==> src/rtl/pdrst_seq.sv <==
module pdrst_seq #(
  parameter int LOW_LIM  = 1024,
  parameter int INIT_CYC = 18,
  parameter int AW       = 4,
  parameter int FA0      = 1,
  parameter int FA1      = 8,
  parameter int FA2      = 9
) (
  input  logic          clk,
  input  logic          rst_n,
  input  logic          pin_n,
  input  logic          op_rst,
  input  logic          wr_stb,
  input  logic [AW-1:0] wr_addr,
  output logic          cfg_rst,
  output logic          pwr_dn,
  output logic          init_busy,
  output logic          conv_start,
  output logic          filt_rst
);
  localparam int LW = $clog2(LOW_LIM + 1);
  localparam int IW = $clog2(INIT_CYC + 1);
  localparam logic [LW-1:0] LIM_V  = LW'(LOW_LIM);
  localparam logic [IW-1:0] INIT_V = IW'(INIT_CYC);

  logic [2:0]    sync_q;
  logic [LW-1:0] low_cnt;
  logic [IW-1:0] init_cnt;
  logic          pd_q, conv_q, filt_q;

  wire pin_s   = sync_q[1];
  wire fall    = sync_q[2] & ~sync_q[1];
  wire pd_exit = pd_q & pin_s;
  wire trig    = fall | (op_rst & ~pd_q);
  wire hit     = (wr_addr == AW'(FA0)) || (wr_addr == AW'(FA1)) || (wr_addr == AW'(FA2));

  always_ff @(posedge clk or negedge rst_n)
    if (!rst_n) sync_q <= 3'b111;
    else        sync_q <= {sync_q[1:0], pin_n};

  always_ff @(posedge clk or negedge rst_n)
    if (!rst_n) begin
      low_cnt <= '0;
      pd_q    <= 1'b0;
    end else if (pin_s) begin
      low_cnt <= '0;
      pd_q    <= 1'b0;
    end else begin
      if (low_cnt != LIM_V) low_cnt <= low_cnt + 1'b1;
      else                  pd_q    <= 1'b1;
    end

  always_ff @(posedge clk or negedge rst_n)
    if (!rst_n)                init_cnt <= INIT_V;
    else if (trig || pd_exit)  init_cnt <= INIT_V;
    else if (init_cnt != '0)   init_cnt <= init_cnt - 1'b1;

  always_ff @(posedge clk or negedge rst_n)
    if (!rst_n) begin
      conv_q <= 1'b0;
      filt_q <= 1'b0;
    end else begin
      conv_q <= (init_cnt == IW'(1)) && !trig && !pd_exit;
      filt_q <= wr_stb && hit && (init_cnt == '0) && !pd_q;
    end

  assign init_busy  = (init_cnt != '0);
  assign pwr_dn     = pd_q;
  assign cfg_rst    = init_busy | pd_q;
  assign conv_start = conv_q;
  assign filt_rst   = filt_q;


  conv_single_chk: assert property (@(posedge clk) disable iff (!rst_n)
    conv_start |=> !conv_start);

  conv_after_busy_chk: assert property (@(posedge clk) disable iff (!rst_n)
    conv_start |-> (!init_busy && $past(init_busy)));

  pd_hold_chk: assert property (@(posedge clk) disable iff (!rst_n)
    $rose(pwr_dn) |-> ($past(low_cnt) == LIM_V));

  pd_cfg_chk: assert property (@(posedge clk) disable iff (!rst_n)
    pwr_dn |-> cfg_rst);

  pd_idle_chk: assert property (@(posedge clk) disable iff (!rst_n)
    (pwr_dn && $past(pwr_dn)) |-> !init_busy);

  filt_src_chk: assert property (@(posedge clk) disable iff (!rst_n)
    filt_rst |-> $past(wr_stb));
endmodule

==> config.mk <==
export PLATFORM = sky130hd
export DESIGN_NAME = pdrst_seq
export DESIGN_NICKNAME = d
export VERILOG_FILES = /design/src/rtl/pdrst_seq.sv
export SDC_FILE = /design/constraint.sdc
export NUM_CORES = 1
export LEC_CHECK = 0
export BUFFER_PORTS_ARGS = -buffer_cell sky130_fd_sc_hd__buf_2
export CAP_MARGIN = 20
export CORE_MARGIN = 10
export CORE_UTILIZATION = 44
export CTS_CLUSTER_SIZE = 12
export DETAILED_ROUTE_END_ITERATION = 12
export PLACE_DENSITY = 0.64
export SETUP_SLACK_MARGIN = 0.02
export SYNTH_ARGS = -nofsm -noshare
export SYNTH_HDL_FRONTEND = slang
export SYNTH_SLANG_ARGS = --single-unit
==> constraint.sdc <==
create_clock -name clk -period 4.2 [get_ports clk]
set_input_delay 0.21 -clock clk [delete_from_list [all_inputs] [get_ports clk]]
set_output_delay 0.21 -clock clk [all_outputs]
set_load 0.01 [all_outputs]
==> metrics <==
worst IR drop on VDD 0.000194 V; total clock sinks 22; largest net degree at the start of global routing 23; first-pass GRT wire length about 4000 um; overall routed net length about 2200 um; post-layout min period ~2.3 ns; period utilization about 55%; sequential share of the synthesized area 50.2%; I/O Buffers 13; DR pass1 iterations 4; Clock Pin Slew Worst Setup and Hold Paths 0.13 ns; max_slew headroom a little under 50%; Final WS setup 1.91 ns; Via density ~5.5; Mapped Cells 107; Final Max Slew Viols 0; H-tree depth 1; Synth Cell Area around 0.0011 mm2; vias 846; row count 18; Final Setup Violations 0; worst-margin pin slew roughly 0.77 ns; Critical Path RT approximately 4.0 ns; antenna violations before repair 0; leakage 0.534 nW; Fill cells 224; GRT Overall Usage under 10%; arrival time worst endpoint around 2.1 ns; CP Max Fanout 5; max cap viols 0; pre-CTS setup slack roughly 2.3 ns; Die X 70.2 um; Post-Syn Nets around 120; Core ar. around 0.0024 mm2; vias in the first global route around 860; Setup crit end kind primary output; GPL Wtd Cong ~0.79; Die Ht 70.2 um; synth warn 0; layout cells sized above 1 21.0%; Switching Share 25.9%; die area approximately 0.0049 mm2; IO Pins 14; DRT iter0 DRCs 24; Combinational Power Share between 10% and 20%; Pint between 0.0002 and 0.0003 W; HPWL after detailed placement 1540 um; Final nets approximately 140; outcome finished, final reports clean; DRC Markers 0; Fin Clk Skew around 0.016 ns; Mapped Avg Cell Area between 10 and 15 um2; switching power between 0.00009 and 0.0001 W; Yosys reg bits 22; DRT antenna net count 0; Hold Vio Cnt, Final 0; CTS tree built; TNS Setup 0 ns; RSZ-0062 raised after global routing no; clock network fraction of design power a little over a quarter; Congestion Overflow GR 0; Initial Util 45.6%; root buf cell clkbuf_4; crit start category flip-flop; Area growth syn-to-layout 12.8%; Setup CP Type reg -> out; fin util about half; post-synth cell types 34; fraction of power consumed by sequential logic between 60% and 70%; Fmax ~440 MHz; clock latency on the worst-skew pair about 0.32 ns; # diodes 0; Num CTS Buffers 3; Hold Path Class in -> reg; reg2reg setup slack around 2.3 ns; drt wl/cell around 14 um; Power Density around 300 mW/mm2; Max clock buf depth 2
[critical path, cell delays in order (launching register included)]
cell and delay (ns):
dfrtp_1 0.44, inv_1 0.12, ha_1 0.14, nor4b_1 0.63, inv_1 0.24, buf_2 0.21
[cells in the final DEF, fill, tap and decap left out]
cell           instances
ha_1                   5
nor2b_1                1
a21oi_1                7
o21ai_0                2
nand3_1                4
buf_2                 13
nor3_1                 3
nor3_4                 1
o21ba_2                1
nor3b_1                1
dlygate4sd3_1          2
a211oi_1               1
a211o_1                1
o311ai_0               1
inv_1                 10
nand2b_1               5
nor2_1                 9
nand2_1                4
nand4_1                1
clkbuf_4               3
o211ai_1               1
mux2i_1                2
clkbuf_1               1
o21ai_1                1
dfrtp_1               17
or3_1                  2
nand3b_1               2
mux2_4                 1
o31ai_1                4
xor2_1                 3
a21o_1                 1
or4_1                  4
nor4_1                 2
or4_4                  1
mux2_2                 1
dfstp_2                5
nor4b_1                1
[synth_stat cells]
cell	count	share of area [%]
mux2_4	1	1.4
a211oi_1	1	0.68
or3_1	2	1.1
inv_1	10	3.4
nand4_1	1	0.56
ha_1	5	5.6
nor3_4	1	1.5
or4_4	1	1.0
nor3_1	3	1.4
a211o_1	1	0.79
nand2b_1	5	2.8
dfrtp_1	17	38
o21ai_1	1	0.45
dfstp_2	5	12
nor2b_1	1	0.56
a21oi_1	7	3.2
clkbuf_1	2	0.68
nand3_1	4	1.8
nor4_1	2	1.1
nor4b_1	1	0.79
o311ai_0	1	0.79
a21o_1	1	0.68
o211ai_1	1	0.68
mux2i_1	2	1.8
nor2_1	9	3.0
o21ba_2	1	0.90
nand3b_1	2	1.4
xor2_1	3	2.4
mux2_2	1	1.0
nor3b_1	1	0.68
or4_1	4	2.7
o31ai_1	4	2.7
o21ai_0	2	0.90
nand2_1	4	1.4
[kinds of logic after synthesis]
group | Yosys count | synth area share, %
and+or+nand+nor | 41 | 21.8
DFF | 22 | 50.2
AOI/OAI and AO/OA | 20 | 11.7
buffers and inverters | 12 | 4.06
adders and majority gates | 5 | 5.64
muxes | 4 | 4.18
xor gates and xnor gates | 3 | 2.37
[metal layers]
metal | vias up | track usage [%] | part of all wire [%]
met2 | 33 | 14.2 | 44
met3 | 7 | 3.25 | 6.4
met5 | - | 0 | 0
li1 | 413 | - | -
met4 | 0 | 3.29 | 1.9
met1 | 393 | 12.3 | 47
[registers in the layout, summed over array words and instances (netlist names)]
name and flops:
sync_q 3, pwr_dn 1, init_cnt 5, conv_start 1, filt_rst 1, low_cnt 11
[power by group through the flow]
stage	Clock (W)	Combinational (W)	Sequential [W]
5_1_grt	0.000111	0.0000465	0.000237
3_5_place_dp	0	0.0000386	0.000238
6_report	0.000101	0.0000400	0.000235
3_3_place_gp	0	0.0000374	0.000238
2_1_floorplan	0	0.0000276	0.000234
4_1_cts	0.000105	0.0000406	0.000235
[final cells by class]
type / instances / area, um2 / area share [%]
flip-flops and latches: 22 / 557 / 44.5
multi-input cells: 73 / 507 / 40.5
repair buffers: 15 / 85.1 / 6.81
inverters: 10 / 37.5 / 3.00
well taps: 30 / 37.5 / 3.00
clock buffers: 4 / 26.3 / 2.10
[final timing paths]
check                            start           to  depth (start not counted)
setup / recovery           init_cnt[0]    init_busy                          5
hold / removal              wr_addr[2]     filt_rst                          4
setup reg to reg           init_cnt[0]  init_cnt[3]                          6
hold reg to reg              sync_q[0]    sync_q[1]                          0
max in group asynchronous        rst_n    sync_q[1]                          2
min in group asynchronous        rst_n   low_cnt[7]                          2
[through the flow]
stage               area (um2)  power, W  hold WS (ns)  std cells
finish                    1250  0.000376         0.138        154
global route              1250  0.000394         0.147        154
CTS                       1250  0.000380         0.137        154
detailed placement        1200  0.000277         0.202        148
global placement          1200  0.000275         0.202        148
floorplan                 1110  0.000261       -0.0856        107
[timing repair]
action,in CTS,in global routing
endpoints found under the hold margin,18,0
setup buffers,0,0
gates resized for setup,0,0
hold buffers,2,0
(Power assumes the default switching activity.)
